$ cat config.mk
export PLATFORM = sky130hd
export DESIGN_NAME = i2c_pec_regslave
export DESIGN_NICKNAME = d
export VERILOG_FILES = /design/src/rtl/i2c_pec_regslave.sv
export SDC_FILE = /design/constraint.sdc
export NUM_CORES = 1
export LEC_CHECK = 0
export BUFFER_PORTS_ARGS = -buffer_cell sky130_fd_sc_hd__buf_2
export CAP_MARGIN = 10
export CORE_MARGIN = 1
export CORE_UTILIZATION = 30
export CTS_CLUSTER_SIZE = 20
export DETAILED_ROUTE_END_ITERATION = 6
export GPL_ROUTABILITY_DRIVEN = 0
export SYNTH_ARGS = -nofsm -noshare
export SYNTH_HDL_FRONTEND = slang
export SYNTH_SLANG_ARGS = --single-unit
$ cat constraint.sdc
create_clock -name clk -period 5.1 [get_ports clk]
set_input_delay 0.51 -clock clk [delete_from_list [all_inputs] [get_ports clk]]
set_output_delay 0.51 -clock clk [all_outputs]
set_load 0.03 [all_outputs]
$ cat src/rtl/i2c_pec_regslave.sv
module i2c_pec_regslave #(
  parameter int NREG = 16,
  localparam int AW = $clog2(NREG)
) (
  input  logic          clk,
  input  logic          rst_n,
  input  logic          scl_i,
  input  logic          sda_i,
  output logic          sda_oe,
  input  logic [6:0]    cfg_addr,
  input  logic          cfg_lsb_pin_en,
  input  logic          addr_lsb_pin,
  input  logic          cfg_pec_en,
  input  logic [AW-1:0] core_raddr,
  output logic [7:0]    core_rdata,
  input  logic          core_we,
  input  logic [AW-1:0] core_waddr,
  input  logic [7:0]    core_wdata
);

  typedef enum logic [1:0] {ST_IDLE, ST_RX, ST_TX} st_t;
  typedef enum logic [1:0] {RL_ADDR, RL_PTR, RL_DATA} rl_t;

  function automatic logic [7:0] crc_step(input logic [7:0] c, input logic [7:0] d);
    logic [7:0] r;
    r = c ^ d;
    for (int i = 0; i < 8; i++)
      r = r[7] ? ({r[6:0], 1'b0} ^ 8'h07) : {r[6:0], 1'b0};
    return r;
  endfunction

  logic [1:0] scl_sy, sda_sy;
  logic       scl_q, sda_q;

  always_ff @(posedge clk or negedge rst_n)
    if (!rst_n) begin
      scl_sy <= 2'b11;
      sda_sy <= 2'b11;
      scl_q  <= 1'b1;
      sda_q  <= 1'b1;
    end else begin
      scl_sy <= {scl_sy[0], scl_i};
      sda_sy <= {sda_sy[0], sda_i};
      scl_q  <= scl_sy[1];
      sda_q  <= sda_sy[1];
    end

  logic scl_s, sda_s, start_det, stop_det, scl_rise, scl_fall;
  assign scl_s     = scl_sy[1];
  assign sda_s     = sda_sy[1];
  assign start_det = scl_s & scl_q & sda_q & ~sda_s;
  assign stop_det  = scl_s & scl_q & ~sda_q & sda_s;
  assign scl_rise  = scl_s & ~scl_q;
  assign scl_fall  = ~scl_s & scl_q;

  logic [6:0] dev_addr;
  assign dev_addr = {cfg_addr[6:1], cfg_lsb_pin_en ? addr_lsb_pin : cfg_addr[0]};

  st_t          st;
  rl_t          role;
  logic [3:0]   cnt;
  logic [6:0]   shreg;
  logic [7:0]   txb, crc, hold;
  logic [AW-1:0] ptr;
  logic         held, pec_sent, ack_q, go_q, tx_q, mack, active;
  logic [7:0]   regs [NREG];

  logic       byte_in, i2c_we;
  logic [7:0] rx_byte, i2c_wd, tx_next;
  assign rx_byte = {shreg, sda_s};
  assign byte_in = (st == ST_RX) && scl_rise && (cnt == 4'd7);
  assign i2c_we  = byte_in && (role == RL_DATA) && (!cfg_pec_en || (held && rx_byte == crc));
  assign i2c_wd  = cfg_pec_en ? hold : rx_byte;
  assign tx_next = regs[ptr];
  assign core_rdata = regs[core_raddr];

  always_ff @(posedge clk or negedge rst_n)
    if (!rst_n) begin
      for (int i = 0; i < NREG; i++) regs[i] <= 8'h00;
    end else begin
      if (core_we) regs[core_waddr] <= core_wdata;
      if (i2c_we)  regs[ptr] <= i2c_wd;
    end

  always_ff @(posedge clk or negedge rst_n)
    if (!rst_n) begin
      st <= ST_IDLE;  role <= RL_ADDR;  cnt <= 4'd0;  shreg <= 7'd0;
      txb <= 8'd0;  crc <= 8'd0;  hold <= 8'd0;  ptr <= '0;
      held <= 1'b0;  pec_sent <= 1'b0;  ack_q <= 1'b0;  go_q <= 1'b0;
      tx_q <= 1'b0;  mack <= 1'b0;  active <= 1'b0;  sda_oe <= 1'b0;
    end else if (stop_det) begin
      st <= ST_IDLE;  active <= 1'b0;  crc <= 8'd0;  sda_oe <= 1'b0;  held <= 1'b0;
    end else if (start_det) begin
      st <= ST_RX;  role <= RL_ADDR;  cnt <= 4'd0;  sda_oe <= 1'b0;  held <= 1'b0;
      if (!active) crc <= 8'd0;
    end else begin
      case (st)
        ST_RX: begin
          if (scl_rise) begin
            if (cnt < 4'd8) begin
              shreg <= rx_byte[6:0];
              cnt   <= cnt + 4'd1;
            end else if (cnt == 4'd9) begin
              cnt <= 4'd10;
            end
            if (byte_in) begin
              case (role)
                RL_ADDR: begin
                  if (rx_byte[7:1] == dev_addr) begin
                    ack_q <= 1'b1;  go_q <= 1'b1;  active <= 1'b1;
                    tx_q  <= rx_byte[0];
                    crc   <= crc_step(crc, rx_byte);
                    role  <= RL_PTR;
                  end else begin
                    ack_q <= 1'b0;  go_q <= 1'b0;
                  end
                end
                RL_PTR: begin
                  ptr  <= rx_byte[AW-1:0];
                  crc  <= crc_step(crc, rx_byte);
                  ack_q <= 1'b1;  go_q <= 1'b1;  tx_q <= 1'b0;
                  held <= 1'b0;
                  role <= RL_DATA;
                end
                default: begin
                  tx_q <= 1'b0;
                  if (!cfg_pec_en) begin
                    ptr <= ptr + 1'b1;
                    crc <= crc_step(crc, rx_byte);
                    ack_q <= 1'b1;  go_q <= 1'b1;
                  end else if (!held) begin
                    hold <= rx_byte;  held <= 1'b1;
                    crc  <= crc_step(crc, rx_byte);
                    ack_q <= 1'b1;  go_q <= 1'b1;
                  end else begin
                    held  <= 1'b0;  go_q <= 1'b0;
                    ack_q <= (rx_byte == crc);
                    if (rx_byte == crc) ptr <= ptr + 1'b1;
                  end
                end
              endcase
            end
          end
          if (scl_fall) begin
            if (cnt == 4'd8) begin
              sda_oe <= ack_q;
              cnt    <= 4'd9;
            end else if (cnt == 4'd10) begin
              cnt <= 4'd0;
              if (!go_q) begin
                st <= ST_IDLE;  sda_oe <= 1'b0;
              end else if (tx_q) begin
                st <= ST_TX;
                txb <= tx_next;  sda_oe <= ~tx_next[7];
                ptr <= ptr + 1'b1;  pec_sent <= 1'b0;
              end else begin
                sda_oe <= 1'b0;
              end
            end
          end
        end
        ST_TX: begin
          if (scl_rise) begin
            if (cnt < 4'd8) begin
              cnt <= cnt + 4'd1;
              if (cnt == 4'd7 && !pec_sent) crc <= crc_step(crc, txb);
            end else if (cnt == 4'd9) begin
              mack <= ~sda_s;
              cnt  <= 4'd10;
            end
          end
          if (scl_fall) begin
            if (cnt >= 4'd1 && cnt <= 4'd7) begin
              sda_oe <= ~txb[3'd7 - cnt[2:0]];
            end else if (cnt == 4'd8) begin
              sda_oe <= 1'b0;
              cnt    <= 4'd9;
            end else if (cnt == 4'd10) begin
              cnt <= 4'd0;
              if (!mack || pec_sent) begin
                st <= ST_IDLE;  sda_oe <= 1'b0;
              end else if (cfg_pec_en) begin
                txb <= crc;  sda_oe <= ~crc[7];  pec_sent <= 1'b1;
              end else begin
                txb <= tx_next;  sda_oe <= ~tx_next[7];
                ptr <= ptr + 1'b1;
              end
            end
          end
        end
        default: ;
      endcase
    end

  p_oe_on_scl_low_r9: assert property (@(posedge clk) disable iff (!rst_n)
    $rose(sda_oe) |-> !scl_s);

  p_idle_released_r1: assert property (@(posedge clk) disable iff (!rst_n)
    (st == ST_IDLE) |-> !sda_oe);

  p_start_restarts_r8: assert property (@(posedge clk) disable iff (!rst_n)
    start_det |=> (st == ST_RX && role == RL_ADDR && cnt == 4'd0));

  p_stop_clears_r7: assert property (@(posedge clk) disable iff (!rst_n)
    stop_det |=> (st == ST_IDLE && crc == 8'h00 && !sda_oe));

  p_ptr_step_r3: assert property (@(posedge clk) disable iff (!rst_n)
    i2c_we |=> (ptr == $past(ptr) + 1'b1));

  p_cnt_bound_r9: assert property (@(posedge clk) disable iff (!rst_n)
    cnt <= 4'd10);

endmodule

# After elaboration in Yosys (flattened, before gate mapping)
# Cells that the tools add are included.
# totals
regBits,185
latchBits,0
mem_bits_rw,0
rom_bits,0
out_inout_bits,9
elab_cells,335
n_memories,0
# op_classes
n_addsub,3
multipliers,0
div,0
magnitude_cmp,9
eq_ne,45
shifts,0
mux,155
bitwise,40
n_reduce_logical,47
# ops
operator,count
bitwise mux 128 bit,2
two-way mux 128 bit,2
two-way mux 8 bit,29
two-way mux 4 bit,25
binary-select mux 8 bit (select 4 bit),2
demux 8 bit (select 4 bit),2
two-way mux 3 bit,16
"!= test 4 bit, second input constant",12
inverter 3 bit,16
one-hot mux 8 bit (2 select lines),3
two-way mux 1 bit,46
two-way mux 2 bit,17
"!= test 2 bit, second input constant",12
one-hot mux 4 bit (2 select lines),3
AND reduction 6 bit,4
AND reduction 5 bit,4
AND reduction 9 bit,2
nonzero test 2 bit,9
bitwise XOR 8 bit,2
">= comparator 5 bit, second input constant",3
inverter 4 -> 5 bit,3
nonzero test 3 bit,5
AND reduction 14 bit,1
AND reduction 13 bit,1
34 further kinds,78

# Logic depth before layout (Yosys ltp)
# depth
ltp_word,25
depth_mapped,11
mapped_depth_nobuf,8

# Worst setup path before layout
# No wires, ideal clock.
# synth_path
kind,input -> output
from,in core_raddr[1]
to,out core_rdata[0]
t_arrival_ps,2469
path_slack_ps,2121
path_stages,5
n_path_buf,3
path_cell_list,clkbuf_1 clkbuf_1 clkbuf_1 mux4_2 mux4_2
# synth_via
elab_chain_len,4
# synth_lines
element,line,rtl
"start, declared",14,"input logic [AW-1:0] core_raddr,"
inverter 4 -> 5 bit (not written as such),75,assign core_rdata = regs[core_raddr];
binary-select mux 8 bit (select 4 bit),75,
two-way mux 8 bit (not written as such) (2 in series),75,
"end, declared",15,"output logic [7:0] core_rdata,"
# No other way between the ends. The select of a mux whose other input is x is not followed.

# Final worst setup path
# layout_path
from,reg shreg[5]
to,reg regs[47] in the netlist's numbering
# layout_via
elab_chain_len,5
# layout_lines
element,line,rtl
"start, declared",62,logic [6:0] shreg;
"start signal, assigned",101,shreg <= rx_byte[6:0];
== test 8 bit,72,assign i2c_we = byte_in && (role == RL_DATA) && (!cfg_pec_en || (held && rx_byte == crc));
logical AND 1 bit,72,
logical OR 1 bit,72,
logical AND 1 bit,72,
two-way mux 128 bit,82,if (i2c_we) regs[ptr] <= i2c_wd;
"end signal, assigned by index",81,if (core_we) regs[core_waddr] <= core_wdata;
"end signal, assigned by index",82,
"end, declared",66,logic [7:0] regs [NREG];
# No other way between the ends.
# A chain may end at the register's enable or synchronous reset.

==> results.json <==
{
  "worstMarginPinSlew_ns": 1.29,
  "final_nets": 1092,
  "max_slew_margin_pct": 13.3,
  "worstPathArrival_ns": 3.62,
  "rsz0062_at_grt": "no",
  "yosysMostFrequentCell": "dfrtp_1",
  "root_buffer": "clkbuf_16",
  "synth-seq-area-share_pct": 38.6,
  "hold_buffers": 0,
  "drcViolationCount": 0,
  "postSynthRegisterBits": 185,
  "clkSinkCount": 185,
  "p_seq_share_pct": 36.0,
  "r2r_slack_ns": 1.86,
  "syn2layout_area_growth_pct": 10.2,
  "synth_common_cells": "179 x dfrtp_1, 129 x mux2i_1, 91 x a21oi_1",
  "pwr-share-clk_pct": 21.5,
  "switching_power_mw": 2.35,
  "layout_min_cycle_time_ns": 3.24,
  "grt_pass1_vias": 8663,
  "place_area_um2": 12700,
  "maxCapViolCount": 0,
  "crit_slowest_cell": "nor4_4",
  "clk_latency_ns": 0.46,
  "max-vdd-ir-drop_mv": 0.279,
  "synth-edff-count": 0,
  "switching_share_pct": 38.2,
  "cp-start-kind": "flip-flop",
  "cts_tree": "done",
  "synth_fp_nets": 1100,
  "r2r_end": "regs[47]$_DFF_PN0_",
  "synth_top_area_share_pct": 37.3,
  "path_max_fanout": 16,
  "dieHeight_um": 202,
  "whs_ns": 0.128,
  "power_leakage_nw": 5.19,
  "viasPerCell": 5.62,
  "fin_tns_setup_ns": 0,
  "p_int_mw": 3.81,
  "synth_flop_cell": "dfrtp_1",
  "cts_buffers": 17,
  "setup_viol": 0,
  "p_per_area_nw_per_um2": 465,
  "required_ns": 5.48,
  "start_util_pct": 30.8,
  "row_count": 72,
  "cp_top_family": "simple AND/OR/NAND/NOR gates",
  "die_area_um2": 40900,
  "slew_violations": 0,
  "yosys.area.top_type": "dfrtp_1",
  "final.setup_skew_ns": 0.0123,
  "grt_max_degree": 110,
  "clock_path_buffers": 2,
  "ys_types": 65,
  "io_pins": 40,
  "min_path_type": "primary input to async pin",
  "ys_top_cells_by_area": "dfrtp_1 37%, mux4_2 15%, mux2i_1 11%",
  "fmax_mhz": 308,
  "path_buf_inv": 0,
  "core_area_um2": 39100,
  "syn-instance-count": 1056,
  "postLayoutCellArea_um2": 13200,
  "htree_levels": 4,
  "synthesis.area_um2": 12000,
  "syn_area_per_cell_um2": 11.4,
  "cts_setup_buffers": 0,
  "ys_warn_count": 0,
  "n_fill_cell": 3960,
  "die_x_um": 202,
  "vias": 8877,
  "cts_resized": 0,
  "antenna_left": 0,
  "drtIter0Drc": 698,
  "pwr-share-comb_pct": 42.5,
  "final-hold-violation-count": 0,
  "cp-end-kind": "flip-flop",
  "totalWireLength_mm": 36.0,
  "clkTransAtPathRegs_ns": 0.07,
  "ff2ff_path_depth": 8,
  "timing.rr.start": "shreg[5]$_DFFE_PN0P_",
  "fin_crit_sh_pct": 63.6,
  "drive_above_1_share_pct": 24.2,
  "post_drt_wl_per_cell_um": 22.8,
  "path_class": "flip-flop to flip-flop",
  "status": "finished clean",
  "port_buffers": 39,
  "dp_hpwl_mm": 23.9,
  "grt_antenna_before_repair": 1,
  "slowest_delay_ns": 1.00,
  "async_flop_share_pct": 100,
  "grt_pass1_wl_mm": 54.8,
  "gr-total-overflow": 0,
  "crit_chain": "xnor2_1 > ha_1 > and3_1 > a41o_1 > nand3_4 > nor4_4 > nor2_1 > a21oi_1",
  "track_usage_pct": 17.9,
  "dr.pass1.iters": 7
}
power groups by stage:
stage	sequential [mW]	combinational [mW]	clock, mW
global placement	2.22	2.56	0
global route	2.26	2.84	1.41
detailed placement	2.23	2.61	0
floorplan	2.02	2.18	0
CTS	2.21	2.61	1.35
finish	2.22	2.62	1.32
layout make-up:
| type | count | area [µm²] | area share (%) |
|---|---|---|---|
| antenna | 1 | 2.50 | 0.0189 |
| clock buffer | 20 | 447 | 3.37 |
| clock inverter | 11 | 116 | 0.879 |
| inverter | 17 | 63.8 | 0.482 |
| multi-input combinational | 767 | 6970 | 52.6 |
| sequential | 185 | 4640 | 35.0 |
| tap | 518 | 648 | 4.89 |
| timing repair buffer | 60 | 362 | 2.73 |
metrics by stage:
step	worst slack, ns	total power [mW]	cells	utilization (%)
after detailed placement	1.80	4.84	1547	32.4
final	1.86	6.16	1579	33.9
after CTS	1.82	6.17	1578	33.9
after floorplan	2.12	4.20	1056	-
after global routing	1.60	6.51	1579	33.9
after global placement	1.85	4.78	1547	32.4
worst max path at each step:
| stage | startpoint | endpoint | slack, ns | depth (start not counted) |
|---|---|---|---|---|
| after floorplan | core_raddr[1] | core_rdata[0] | 2.12 | 5 |
| after global placement | core_raddr[0] | core_rdata[1] | 1.85 | 4 |
| after detailed placement | core_raddr[0] | core_rdata[1] | 1.80 | 4 |
| after CTS | core_raddr[0] | core_rdata[1] | 1.82 | 4 |
| after global routing | shreg[5]$_DFFE_PN0P_ | regs[38]$_DFF_PN0_ | 1.60 | 8 |
| final | shreg[5]$_DFFE_PN0P_ | regs[47]$_DFF_PN0_ | 1.86 | 8 |
layout by cell type (no fill, tap or decap), drive strengths merged, types with 13 or more instances in the layout:
cell type / n
a211oi: 36
a21oi: 91
buf: 59
clkbuf: 21
dfrtp: 179
ha: 13
inv: 19
mux2: 56
mux2i: 129
mux4: 81
nand2: 45
nor2: 85
nor2b: 36
o21ai: 15
xnor2: 37
xor2: 15
worst reg2reg max path, stage by stage (launching register included):
cell	delay [ns]
dfrtp_1	0.46
xnor2_1	0.43
ha_1	0.23
and3_1	0.23
a41o_1	0.29
nand3_4	0.25
nor4_4	1.01
nor2_1	0.12
a21oi_1	0.16
registers in the layout (all words and copies together) (netlist names), 2 cells and up:
name and count:
cnt 4, crc 8, hold 8, ptr 4
regs 128, role 2, scl_sy 2, sda_sy 2
shreg 7, st 2, txb 8
metal layers:
| layer | wire, µm | vias up | GRT usage [%] |
|---|---|---|---|
| met5 | 0 | - | 0 |
| met4 | 1110 | 0 | 7.20 |
| met3 | 2560 | 64 | 4.14 |
| met2 | 16100 | 347 | 26.5 |
| met1 | 16200 | 4552 | 25.2 |
| li1 | - | 3914 | - |
cells by family after synthesis:
group,after synthesis,synth area share (%)
adder cells (fa/ha/maj),13,1.35
multiplexers,266,31.2
AO/OA/AOI/OAI,191,9.94
XOR/XNOR,54,4.16
flip-flops,185,38.6
AND/OR/NAND/NOR,243,11.1
buffers and inverters,104,3.67
(Power assumes the default switching activity.)
